## config.mk

```make
export PLATFORM = sky130hd
export DESIGN_NAME = clk_oe_ctrl
export DESIGN_NICKNAME = d
export VERILOG_FILES = /design/src/rtl/clk_oe_pkg.sv /design/src/rtl/sync_2ff.sv /design/src/rtl/pin_mode_fsm.sv /design/src/rtl/clk_gate_cell.sv /design/src/rtl/clk_oe_ctrl.sv
export SDC_FILE = /design/constraint.sdc
export NUM_CORES = 1
export LEC_CHECK = 0
export ABC_AREA = 1
export BUFFER_PORTS_ARGS = -buffer_cell sky130_fd_sc_hd__buf_2
export CELL_PAD_IN_SITES_DETAIL_PLACEMENT = 1
export CELL_PAD_IN_SITES_GLOBAL_PLACEMENT = 2
export CORE_MARGIN = 2
export CORE_UTILIZATION = 27
export DETAILED_ROUTE_END_ITERATION = 10
export HOLD_SLACK_MARGIN = 0.06
export PLACE_DENSITY_LB_ADDON = 0.08
export SYNTH_ARGS = -nofsm -noshare
export SYNTH_HDL_FRONTEND = slang
export SYNTH_HIERARCHICAL = 1
export SYNTH_SLANG_ARGS = --single-unit
export TNS_END_PERCENT = 5
```

## constraint.sdc

```tcl
create_clock -name clk_ref -period 0.9 [get_ports clk_ref]
set_input_delay 0.18 -clock clk_ref [delete_from_list [all_inputs] [get_ports clk_ref]]
set_output_delay 0.18 -clock clk_ref [all_outputs]
set_load 0.05 [all_outputs]
```

## src/rtl/clk_oe_pkg.sv

```systemverilog
package clk_oe_pkg;
  typedef enum logic [1:0] {
    PM_GOOD_WAIT = 2'd0,
    PM_RUN       = 2'd1,
    PM_STANDBY   = 2'd2
  } pin_mode_e;
endpackage

```

## src/rtl/sync_2ff.sv

```systemverilog
module sync_2ff #(
  parameter int W = 1
) (
  input  logic         clk,
  input  logic         rst,
  input  logic [W-1:0] d,
  output logic [W-1:0] q
);
  logic [W-1:0] stage1;

  always_ff @(posedge clk) begin
    if (rst) begin
      stage1 <= '0;
      q      <= '0;
    end else begin
      stage1 <= d;
      q      <= stage1;
    end
  end
endmodule

```

## src/rtl/pin_mode_fsm.sv

```systemverilog
module pin_mode_fsm
  import clk_oe_pkg::*;
(
  input  logic clk,
  input  logic rst,
  input  logic pin_s,
  input  logic spread_s,
  output logic run,
  output logic standby,
  output logic osc_en,
  output logic cfg_en,
  output logic spread_on
);
  pin_mode_e state_q, state_d;
  logic      spread_q;

  always_comb begin
    state_d = state_q;
    unique case (state_q)
      PM_GOOD_WAIT: if (pin_s)  state_d = PM_RUN;
      PM_RUN:       if (!pin_s) state_d = PM_STANDBY;
      PM_STANDBY:   if (pin_s)  state_d = PM_RUN;
      default:                  state_d = PM_GOOD_WAIT;
    endcase
  end

  always_ff @(posedge clk) begin
    if (rst) begin
      state_q  <= PM_GOOD_WAIT;
      spread_q <= 1'b0;
    end else begin
      state_q <= state_d;
      if (state_q == PM_GOOD_WAIT && pin_s) spread_q <= spread_s;
    end
  end

  assign run       = (state_q == PM_RUN);
  assign standby   = (state_q == PM_STANDBY);
  assign osc_en    = (state_q != PM_STANDBY);
  assign cfg_en    = (state_q != PM_STANDBY);
  assign spread_on = spread_q;


  mode_never_returns_chk: assert property (@(posedge clk) disable iff (rst)
    (state_q != PM_GOOD_WAIT) |=> (state_q != PM_GOOD_WAIT));


  spread_hold_chk: assert property (@(posedge clk) disable iff (rst)
    (state_q != PM_GOOD_WAIT) |=> $stable(spread_q));


  pd_low_enters_chk: assert property (@(posedge clk) disable iff (rst)
    (state_q == PM_RUN && !pin_s) |=> (state_q == PM_STANDBY));


  standby_exit_chk: assert property (@(posedge clk) disable iff (rst)
    (state_q == PM_STANDBY && pin_s) |=> (state_q == PM_RUN));
endmodule

```

## src/rtl/clk_gate_cell.sv

```systemverilog
module clk_gate_cell (
  input  logic clk,
  input  logic rst,
  input  logic en,
  output logic gate_q,
  output logic clk_o
);
  // Gate state moves only on the falling edge, while the clock is low.
  always_ff @(negedge clk) begin
    if (rst) gate_q <= 1'b0;
    else     gate_q <= en;
  end

  assign clk_o = clk & gate_q;


  gate_follows_en_chk: assert property (@(posedge clk) disable iff (rst)
    gate_q == en);
endmodule

```

## src/rtl/clk_oe_ctrl.sv

```systemverilog
module clk_oe_ctrl #(
  parameter int N_OUT = 9
) (
  input  logic             clk_ref,
  input  logic             rst,
  input  logic             pg_pd_pin,
  input  logic [N_OUT-1:0] oe_pin,
  input  logic [N_OUT-1:0] oe_reg,
  input  logic             spread_sel,
  output logic [N_OUT-1:0] clk_out,
  output logic             standby,
  output logic             osc_en,
  output logic             cfg_en,
  output logic             spread_on
);
  localparam int SYNC_W = 2 * N_OUT + 2;

  logic [SYNC_W-1:0] sync_d, sync_q;
  logic [N_OUT-1:0]  pin_s, reg_s, gate_vec;
  logic              pg_s, spread_s, run;

  assign sync_d = {spread_sel, pg_pd_pin, oe_reg, oe_pin};

  sync_2ff #(.W(SYNC_W)) u_sync (
    .clk (clk_ref),
    .rst (rst),
    .d   (sync_d),
    .q   (sync_q)
  );

  assign pin_s    = sync_q[N_OUT-1:0];
  assign reg_s    = sync_q[2*N_OUT-1:N_OUT];
  assign pg_s     = sync_q[2*N_OUT];
  assign spread_s = sync_q[2*N_OUT+1];

  pin_mode_fsm u_fsm (
    .clk       (clk_ref),
    .rst       (rst),
    .pin_s     (pg_s),
    .spread_s  (spread_s),
    .run       (run),
    .standby   (standby),
    .osc_en    (osc_en),
    .cfg_en    (cfg_en),
    .spread_on (spread_on)
  );

  for (genvar g = 0; g < N_OUT; g++) begin : g_chan
    logic chan_en;
    assign chan_en = run & pin_s[g] & reg_s[g];

    clk_gate_cell u_gate (
      .clk    (clk_ref),
      .rst    (rst),
      .en     (chan_en),
      .gate_q (gate_vec[g]),
      .clk_o  (clk_out[g])
    );
  end


  standby_gates_off_chk: assert property (@(posedge clk_ref) disable iff (rst)
    standby |-> (gate_vec == '0));


  wait_osc_on_chk: assert property (@(posedge clk_ref) disable iff (rst)
    (!standby && !run) |-> (osc_en && cfg_en && gate_vec == '0));
endmodule

```

Word level (Yosys, flattened, before mapping)
Index checks and enable logic that the tools add are counted.
{"block": "totals", "wordCells": 52, "mem_bits_rw": 0, "inputBits": 22, "ff_bits": 52, "mem_count": 0, "latchBits": 0, "mem_bits_ro": 0, "out_inout_bits": 13}
{"block": "classes", "n_bitwise": 27, "muxes": 3, "shift": 0, "multipliers": 0, "n_addsub": 0, "n_reduce_logical": 4, "n_div": 0, "magnitude_cmp": 0, "n_eq_ne": 5}
{"cell": "bitwise AND 1 bit", "n": 27}
{"cell": "two-way mux 2 bit", "n": 2}
{"cell": "inequality test 2 bit, second input constant", "n": 2}
{"cell": "one-hot mux 2 bit (2 select lines)", "n": 1}
{"cell": "== test 2 x 1 -> 1 bit, second input constant", "n": 1}
{"cell": "== test 2 bit, second input constant", "n": 1}
{"cell": "logical NOT 2 bit", "n": 1}
{"cell": "inequality test 2 x 1 -> 1 bit, second input constant", "n": 1}
{"cell": "AND reduction 2 bit", "n": 1}
{"cell": "OR reduction 2 bit", "n": 1}
{"cell": "logical AND 1 bit", "n": 1}

Depth between registers and ports, before layout
Gate-level depths: netlist (run 1).
{"block": "logic_depth", "ltp_word": 4, "mapped_depth": 7}

Hierarchy
The synthesis (run 1) kept the hierarchy.
{"module": "sync_2ff", "seq_area_each_um2": 800.8, "n_inst": 1, "area_per_inst_um2": 1146.1, "cells_per_inst": 124}
{"module": "clk_gate_cell", "seq_area_each_um2": 20.0, "n_inst": 9, "area_per_inst_um2": 41.3, "cells_per_inst": 6}
{"module": "pin_mode_fsm", "seq_area_each_um2": 60.1, "n_inst": 1, "area_per_inst_um2": 133.9, "cells_per_inst": 20}
{"module": "clk_oe_ctrl", "seq_area_each_um2": 0.0, "n_inst": 1, "area_per_inst_um2": 112.6, "cells_per_inst": 28}

==> flow_summary_export.csv, run 1 <==
group,metric,value,unit
power,p_sw,1.19,mW
logic_synthesis,seq_area_frac_synth,59.0,%
route,finalWirelength,3030,microns
hold_path,hp-start,"rst",
logic_synthesis,avgSynthCellArea,7.81,sq um
run_status,violations,"setup timing",
place,port_buffers,34,
floorplan,core_area,6350,sq um
hold_path,worstHoldPathType,"input pin to register",
clock_tree,clock_latency,480,ps
power,leakagePower,1.27,nW
route,avgViaCountPerCell,3.49,
hold_path,whs_endpoint,"u_sync/q[19]",
power,vdd_drop_max,0.738,mV
critical_path,reg2reg_depth,7,
route,antenna_left,0,
logic_synthesis,synth_nets,248,
route,drt_pass1_iterations,4,
sta,finalHoldViolations,0,
sta,slew_violations,0,
floorplan,die_area,7200,sq um
power,powerDensity,1990,nW/um^2
global_route,grt_max_degree,19,
sta,fin_setup_tns,-11830,ps
power,power,5.06,mW
critical_path,rr_endpoint,"g_chan[8].u_gate/gate_q",
clock_tree,cts_tree,"built",
critical_path,reg2reg_from,"u_fsm/state_q[0]",
logic_synthesis,syn_inst,226,
cells_and_area,multi_input_area,378,sq um
sta,setup_violations,31,
logic_synthesis,syn_area,1760,sq um
critical_path,cp.required,720,ps
global_route,grt.met3_usage,5.45,%
sta,skew,86.5,ps
place,gp_congestion,0.632,
route,vias,1300,
power,p_seq_share,47.7,%
critical_path,path_max_fanout,1,
cells_and_area,layout.nets,315,
global_route,grt_antenna_before_repair,0,
critical_path,reg2reg_slack,-410,ps
floorplan,num_io_pins,35,
cells_and_area,area_growth,44.0,%
sta,worst_slew_pin_slew,167,ps
sta,worst_slack,-762,ps
global_route,grt_pass1_wl,5670,microns
critical_path,critPathKind,"register to output pin",
route,routedWlPerCell,8.13,microns
global_route,track_usage,10.3,%
global_route,met1_usage,10.6,%
critical_path,cp_data_arrival_time,1480,ps
logic_synthesis,yosys_warnings,6,
logic_synthesis,ys_ff_latch,52,
power,power_frac_comb,6.2,%
global_route,grt-ovfl-total,0,
sta,rsz0062_at_grt,"yes",
global_route,use_met2,14.3,%
cells_and_area,post-route-cell-area,2540,sq um
critical_path,worst_setup_path_start_kind,"register",
cells_and_area,diodes,0,
clock_tree,post_cts_buffers,0,
logic_synthesis,synth_cell_types,10,
power,p_int,3.87,mW
place,dp_hpwl,1980,microns
floorplan,die_y,84.8,microns
critical_path,crit_buf_inv,2,
place,dpl-instance-area,2050,sq um
global_route,busiest_layer,"met2",
cells_and_area,fillerInstances,771,
cells_and_area,drive_above_1_share,26.8,%
critical_path,cpLargestDelayFamily,"flip-flops",
power,power_frac_clock,46.1,%
route,drt_iter0_drc,19,
critical_path,crit_chain,"nand2_2 -> inv_2 -> buf_8",
sta,relSlewSlack,88.8,%
global_route,grt_pass1_vias,1449,
route,drc,0,
critical_path,cpMaxStageDelayCell,"dfxtp_2",
hold_path,hold_depth,4,
floorplan,die_w,84.8,microns
job,cap_violations,0,
floorplan,rows,29,
critical_path,max_stage_delay,320,ps
clock_tree,path_clk_slew,90,ps
cells_and_area,seqCellArea,1050,sq um
floorplan,initial_utilization,27.8,%
power,p_sw_share,23.5,%
critical_path,cp-end-kind,"output pin",
run_status,run_status,"complete, but fails checks",
[placed cells by master, fill, tap and decap left out, types with 2 or more instances in the layout]
| cell type | instances |
|---|---|
| inv_1 | 77 |
| dfxtp_2 | 7 |
| dlygate4sd3_1 | 20 |
| nand2_2 | 2 |
| clkbuf_8 | 9 |
| inv_2 | 3 |
| buf_4 | 6 |
| nor2_1 | 50 |
| clkbuf_1 | 2 |
| buf_2 | 21 |
| nor2_2 | 11 |
| dfxtp_1 | 45 |
| nand2_1 | 19 |
| buf_8 | 2 |
| buf_6 | 12 |
[area by class of cell]
class                      count  share of cell area (%)
timing repair buffer          53                    16.8
sequential                    52                    41.3
clock buffer                  21                    10.4
multi-input combinational     87                    14.9
inverter                      63                    9.45
tap                           77                    3.79
clock inverter                19                    3.35
[state kept, by name (all words and copies together), names as in the netlist]
| signal | cells |
|---|---|
| u_sync/q | 20 |
| u_sync/stage1 | 20 |
| g_chan.u_gate/gate_q | 9 |
| u_fsm/state_q | 2 |
| u_fsm/spread_on | 1 |
[power groups by stage]
stage	clock network, mW	logic, mW	registers (mW)
floorplan	0.126	0.140	2.47
global placement	0.127	0.239	2.47
detailed placement	0.127	0.240	2.47
CTS	2.46	0.315	2.42
global route	2.60	0.362	2.42
finish	2.33	0.315	2.42
[per-stage QoR]
step,util (%),cells,worst slack (ps),hold WS [ps]
final,40.0,372,-762,241
after CTS,39.6,372,-801,228
after global placement,32.3,339,-482,382
after detailed placement,32.3,339,-499,388
after global routing,40.0,372,-839,249
after floorplan,-,226,-433,287
[cell families (layout without fill, tap and decap cells)]
group           count (synthesis)  after routing  share of synthesized area [%]
simple gates                   86             86                           19.9
buf+inv                        87            156                           20.9
flops                          52             52                           59.0
compound gates                  1              1                          0.283
[per-layer routing]
layer | up-vias | share of wire (%)
met4 | 0 | 1.6
met1 | 530 | 47
li1 | 731 | -
met3 | 4 | 5.2
met2 | 35 | 46
met5 | - | 0
[tightest hold or removal path: cells and delay by family]
| kind | cells | cell delay (ps) |
|---|---|---|
| and+or+nand+nor | 1 | 40 |
| buffers and inverters | 3 | 380 |
[worst max path at each step]
| stage | endpoint | slack [ps] | start | depth (start not counted) |
|---|---|---|---|---|
| global placement | g_chan[1].u_gate/gate_q | -480 | u_fsm/state_q[0] | 7 |
| finish | clk_out[5] | -760 | g_chan[5].u_gate/gate_q | 3 |
| floorplan | g_chan[0].u_gate/gate_q | -430 | u_fsm/state_q[0] | 7 |
| detailed placement | g_chan[0].u_gate/gate_q | -500 | u_fsm/state_q[0] | 7 |
| CTS | clk_out[5] | -800 | g_chan[5].u_gate/gate_q | 3 |
| global route | clk_out[3] | -840 | g_chan[3].u_gate/gate_q | 3 |
[Yosys cell counts]
cell / instances / area, sq um
nor2_1: 52 / 195
nand2_1: 22 / 82.6
buf_4: 1 / 7.51
dfxtp_1: 52 / 1040
a21oi_1: 1 / 5.00
nor2_2: 10 / 62.6
nand3_1: 1 / 5.00
buf_6: 5 / 56.3
nor3_1: 1 / 5.00
inv_1: 81 / 304
[repair_timing]
action                                  4_1_cts  5_1_grt
hold buffers                                 20        0
gates cloned                                  0        0
endpoints found under the setup margin       31       32
endpoints found under the hold margin        20        0
pin swaps                                     2        0
gates resized for setup                      30       12
Note: power is estimated with default switching activity, not from simulation.
==> run 2, diff against run 1 <==
- MAX_ROUTING_LAYER: not set -> met4
==> run 2 against run 1 <==
- critical path depth is the same
- critical path type unchanged
- largest cell class unchanged
- global-route usage is 0.31 points higher
- the flow still finishes with violations (setup timing)
- sequential share of layout area stayed put
- power about the same
- routed wire length shrank 0.20%
- critical endpoint unchanged
- register-to-register slack barely moved
- clock-buffer cell count stayed put
==> flow_summary_export.csv, run 2 (synthesis gave the netlist of run 1 again) <==
group,metric,value,unit
clock_tree,clock_latency,480,ps
job,cap_violations,0,
critical_path,cp_data_arrival_time,1480,ps
cells_and_area,area_growth,44.0,%
cells_and_area,diodes,0,
run_status,run_status,"complete, but fails checks",
global_route,grt_pass1_vias,1447,
floorplan,rows,29,
cells_and_area,post-route-cell-area,2540,sq um
route,vias,1302,
route,drt_pass1_iterations,4,
place,dp_hpwl,1980,microns
clock_tree,path_clk_slew,90,ps
critical_path,cp-end-kind,"output pin",
cells_and_area,multi_input_area,378,sq um
critical_path,reg2reg_depth,7,
route,drt_iter0_drc,24,
sta,relSlewSlack,88.8,%
critical_path,crit_cells,3,
cells_and_area,layout_commonest_cell,"inv_1",
floorplan,core_area,6350,sq um
floorplan,num_io_pins,35,
critical_path,rr_endpoint,"g_chan[8].u_gate/gate_q",
run_status,violations,"setup timing",
critical_path,crit_buf_inv,2,
sta,worst_slew_pin_slew,167,ps
route,routedWlPerCell,8.12,microns
sta,worst_slack,-764,ps
cells_and_area,fillerInstances,771,
critical_path,cp.required,720,ps
sta,slew_violations,0,
global_route,grt_max_degree,19,
critical_path,worst_setup_path_start_kind,"register",
critical_path,cp-startpoint,"g_chan[5].u_gate/gate_q",
critical_path,cpLargestDelayFamily,"flip-flops",
floorplan,die_y,84.8,microns
critical_path,path_max_fanout,1,
critical_path,reg2reg_slack,-410,ps
power,vdd_drop_max,0.738,mV
route,avgViaCountPerCell,3.50,
global_route,track_usage,10.6,%
floorplan,initial_utilization,27.8,%
critical_path,endpoint,"clk_out[5]",
place,gp_congestion,0.637,
floorplan,die_w,84.8,microns
power,leakagePower,1.27,nW
critical_path,cpMaxStageDelayCell,"dfxtp_2",
sta,finalHoldViolations,0,
critical_path,max_stage_delay,320,ps
global_route,grt-ovfl-total,0,
clock_tree,post_cts_buffers,0,
cells_and_area,final_cell_mix,"inv_1 (77), nor2_1 (50), dfxtp_1 (45), buf_2 (21), dlygate4sd3_1 (20)",
critical_path,critPathKind,"register to output pin",
cells_and_area,layout.nets,315,
route,antenna_left,0,
route,drc,0,
sta,skew,86.0,ps
critical_path,crit_chain,"nand2_2 -> inv_2 -> buf_8",
hold_path,worstHoldPathType,"input pin to register",
sta,whs,240,ps
place,port_buffers,34,
global_route,grt_pass1_wl,5670,microns
critical_path,reg2reg_from,"u_fsm/state_q[0]",
power,powerDensity,1990,nW/um^2
clock_tree,cts_tree,"built",
cells_and_area,seqCellArea,1050,sq um
global_route,grt_antenna_before_repair,0,
place,dpl-instance-area,2050,sq um
sta,setup_violations,31,
floorplan,die_area,7200,sq um
route,finalWirelength,3020,microns
cells_and_area,reg_top3,"u_sync/q x20, u_sync/stage1 x20, g_chan.u_gate/gate_q x9",
sta,rsz0062_at_grt,"yes",
cells_and_area,drive_above_1_share,26.8,%
[run 2: layout make-up]
cell class	instances	area share, %
clock inverter	19	3.35
inverter	63	9.45
timing repair buffer	53	16.8
clock buffer	21	10.4
sequential	52	41.3
tap	77	3.79
multi-input combinational	87	14.9
[run 2: repair_timing]
item,in CTS,in global routing
hold endpoints to repair,20,0
pin swaps,2,0
hold buffers,20,0
endpoints found under the setup margin,31,32
gates resized for setup,30,12
cloned,0,0
[run 2: how the worst min path moves through the flow]
stage                    from           endpoint  slack (ps)  depth (start not counted)
finish                    rst       u_sync/q[19]         240                          4
global route              rst       u_sync/q[17]         250                          4
CTS                       rst       u_sync/q[19]         230                          4
detailed placement  oe_pin[6]   u_sync/stage1[6]         390                          3
global placement    pg_pd_pin  u_sync/stage1[18]         380                          3
floorplan           oe_pin[0]   u_sync/stage1[0]         290                          2
[run 2: through the flow]
stage | TNS [ps] | util (%) | power, mW | std cells | worst slack (ps)
final | -11840 | 40.0 | 5.06 | 372 | -764
after detailed placement | -7760 | 32.3 | 2.83 | 339 | -499
after global routing | -13560 | 40.0 | 5.39 | 372 | -839
after floorplan | -7400 | - | 2.74 | 226 | -433
after CTS | -12330 | 39.6 | 5.19 | 372 | -801
after global placement | -7480 | 32.3 | 2.83 | 339 | -482
[run 2: power by group]
part           internal (mW)  switching, mW
clock                   1.31           1.02
combinational          0.167          0.148
sequential              2.39         0.0244
[run 2: per-layer routing]
metal | routed length [microns] | GRT usage [%] | up-vias
met5 | 0 | - | -
met4 | 80 | 10.5 | 0
met3 | 154 | 5.45 | 8
met2 | 1350 | 14.3 | 34
met1 | 1430 | 10.6 | 529
li1 | - | - | 731
[run 2: worst register-to-register path, delay by kind of cell (launching register included)]
family,cells,cell delay (ps)
buffers and inverters,3,240
AND/OR/NAND/NOR,4,290
flip-flops,1,340
==> run 3, diff against run 2 <==
- CORE_ASPECT_RATIO: not set -> 1.2
==> run 3 against run 2 <==
- the run still ends with setup timing left
- largest cell class unchanged
- clock power down 5%
- via count up 1.7%
- highest routed layer unchanged
- routed wire length down 0.26%
- clock skew down 13 ps
- clock-buffer cell count down 3
==> flow_summary_export.csv, run 3 (synthesis gave the netlist of run 1 again) <==
group,metric,value,unit
run_status,run_status,"complete, but fails checks",
run_status,violations,"setup timing",
power,p_int,3.69,mW
sta,relSlewSlack,74.6,%
power,powerDensity,1950,nW/um^2
sta,setup_violations,31,
sta,finalHoldViolations,0,
cells_and_area,reg_top3,"u_sync/q x20, u_sync/stage1 x20, g_chan.u_gate/gate_q x9",
place,port_buffers,34,
global_route,grt_pass1_wl,5470,microns
power,power_frac_clock,45.0,%
cells_and_area,instances_no_fill,378,
cells_and_area,diodes,0,
floorplan,core_area,6370,sq um
place,gp_congestion,0.641,
global_route,grt_antenna_before_repair,0,
power,leakagePower,1.26,nW
critical_path,cp.required,720,ps
critical_path,reg2reg_from,"u_fsm/state_q[0]",
cells_and_area,layout.nets,313,
hold_path,hp-start,"rst",
floorplan,die_w,77.8,microns
power,p_sw_share,25.1,%
cells_and_area,final_cell_mix,"inv_1 (73), nor2_1 (51), dfxtp_1 (42), buf_2 (21), dlygate4sd3_1 (20)",
floorplan,initial_utilization,27.7,%
sta,fin_setup_tns,-12000,ps
global_route,grt_max_degree,41,
power,vdd_drop_max,0.658,mV
route,antenna_left,0,
place,place_inst,345,
route,finalWirelength,3010,microns
hold_path,worstHoldPathType,"input pin to register",
sta,skew,73.2,ps
global_route,grt_pass1_vias,1405,
floorplan,die_area,7200,sq um
sta,slew_violations,0,
clock_tree,cts_tree,"built",
route,drt_pass1_iterations,3,
route,drt_iter0_drc,48,
critical_path,path_max_fanout,1,
sta,worst_slew_pin_slew,381,ps
clock_tree,path_clk_slew,90,ps
cells_and_area,layout_commonest_cell,"inv_1",
critical_path,worst_setup_path_start_kind,"register",
critical_path,cpLargestDelayFamily,"flip-flops",
floorplan,die_y,92.6,microns
place,dp_hpwl,1820,microns
power,power_frac_comb,6.0,%
cells_and_area,fillerInstances,761,
cells_and_area,drive_above_1_share,30.0,%
floorplan,num_io_pins,35,
critical_path,max_stage_delay,310,ps
critical_path,cp-startpoint,"g_chan[4].u_gate/gate_q",
route,vias,1324,
critical_path,crit_buf_inv,2,
critical_path,cp-end-kind,"output pin",
route,avgViaCountPerCell,3.50,
route,routedWlPerCell,7.97,microns
sta,worst_slack,-760,ps
cells_and_area,area_growth,43.5,%
global_route,grt-ovfl-total,0,
job,cap_violations,0,
critical_path,cpMaxStageDelayCell,"dfxtp_2",
power,p_sw,1.24,mW
critical_path,crit_chain,"nand2_2 -> inv_2 -> buf_8",
power,p_seq_share,49.0,%
critical_path,critPathKind,"register to output pin",
clock_tree,clock_latency,480,ps
route,drc,0,
floorplan,rows,32,
sta,rsz0062_at_grt,"yes",
critical_path,cp_data_arrival_time,1480,ps
global_route,track_usage,10.3,%
==> run 3: final timing paths <==
path	endpoint	slack, ps	cells past startpoint
setup / recovery	clk_out[4]	-760	3
hold / removal	u_fsm/spread_on	350	5
setup reg to reg	g_chan[8].u_gate/gate_q	-420	7
hold reg to reg	u_sync/q[14]	400	2
==> run 3: area by class of cell <==
type / count / area, sq um / share of cell area, %
Clock buffer: 18 / 248 / 9.78
Multi-Input combinational cell: 87 / 383 / 15.1
Clock inverter: 22 / 103 / 4.05
Timing Repair Buffer: 51 / 399 / 15.8
Inverter: 63 / 240 / 9.49
Sequential cell: 52 / 1050 / 41.6
Tap cell: 85 / 106 / 4.20
==> run 3: per-layer routing <==
metal | part of all wire, % | routed length [microns] | up-vias | track usage [%]
met5 | 0 | 0 | - | -
met3 | 5.1 | 155 | 15 | 4.87
met1 | 45 | 1350 | 548 | 10.0
li1 | - | - | 725 | -
met2 | 46 | 1380 | 36 | 14.0
met4 | 4.4 | 131 | 0 | 11.9
==> run 3: repair_timing <==
item | 4_1_cts | 5_1_grt
setup buffers | 0 | 0
setup endpoints to repair | 31 | 32
resized for setup | 30 | 25
pin swaps | 2 | 2
gates cloned | 0 | 0
endpoints found under the hold margin | 20 | 0
hold buffers | 20 | 0
==> run 3: through the flow <==
step / instance area [sq um] / hold WS, ps / utilization [%] / setup slack [ps] / power [mW]
finish: 2530 / 347 / 39.8 / -760 / 4.93
global route: 2530 / 404 / 39.8 / -825 / 5.25
CTS: 2480 / 347 / 39.0 / -799 / 5.01
detailed placement: 2030 / 388 / 31.9 / -525 / 2.82
global placement: 2030 / 385 / 31.9 / -503 / 2.82
floorplan: 1770 / 287 / - / -433 / 2.74
==> run 3: worst reg2reg max path: stages, from the launching register on <==
cell	delay [ps]
dfxtp_2	350
inv_2	40
nor2_2	90
buf_6	140
nand2_1	50
nor2_1	90
inv_1	60
nor2_2	70
==> run 3: power by group through the flow <==
stage / clock network [mW] / registers (mW) / logic (mW)
global route: 2.49 / 2.43 / 0.342
finish: 2.22 / 2.41 / 0.298
floorplan: 0.126 / 2.47 / 0.140
detailed placement: 0.127 / 2.47 / 0.225
global placement: 0.127 / 2.47 / 0.223
CTS: 2.30 / 2.42 / 0.300
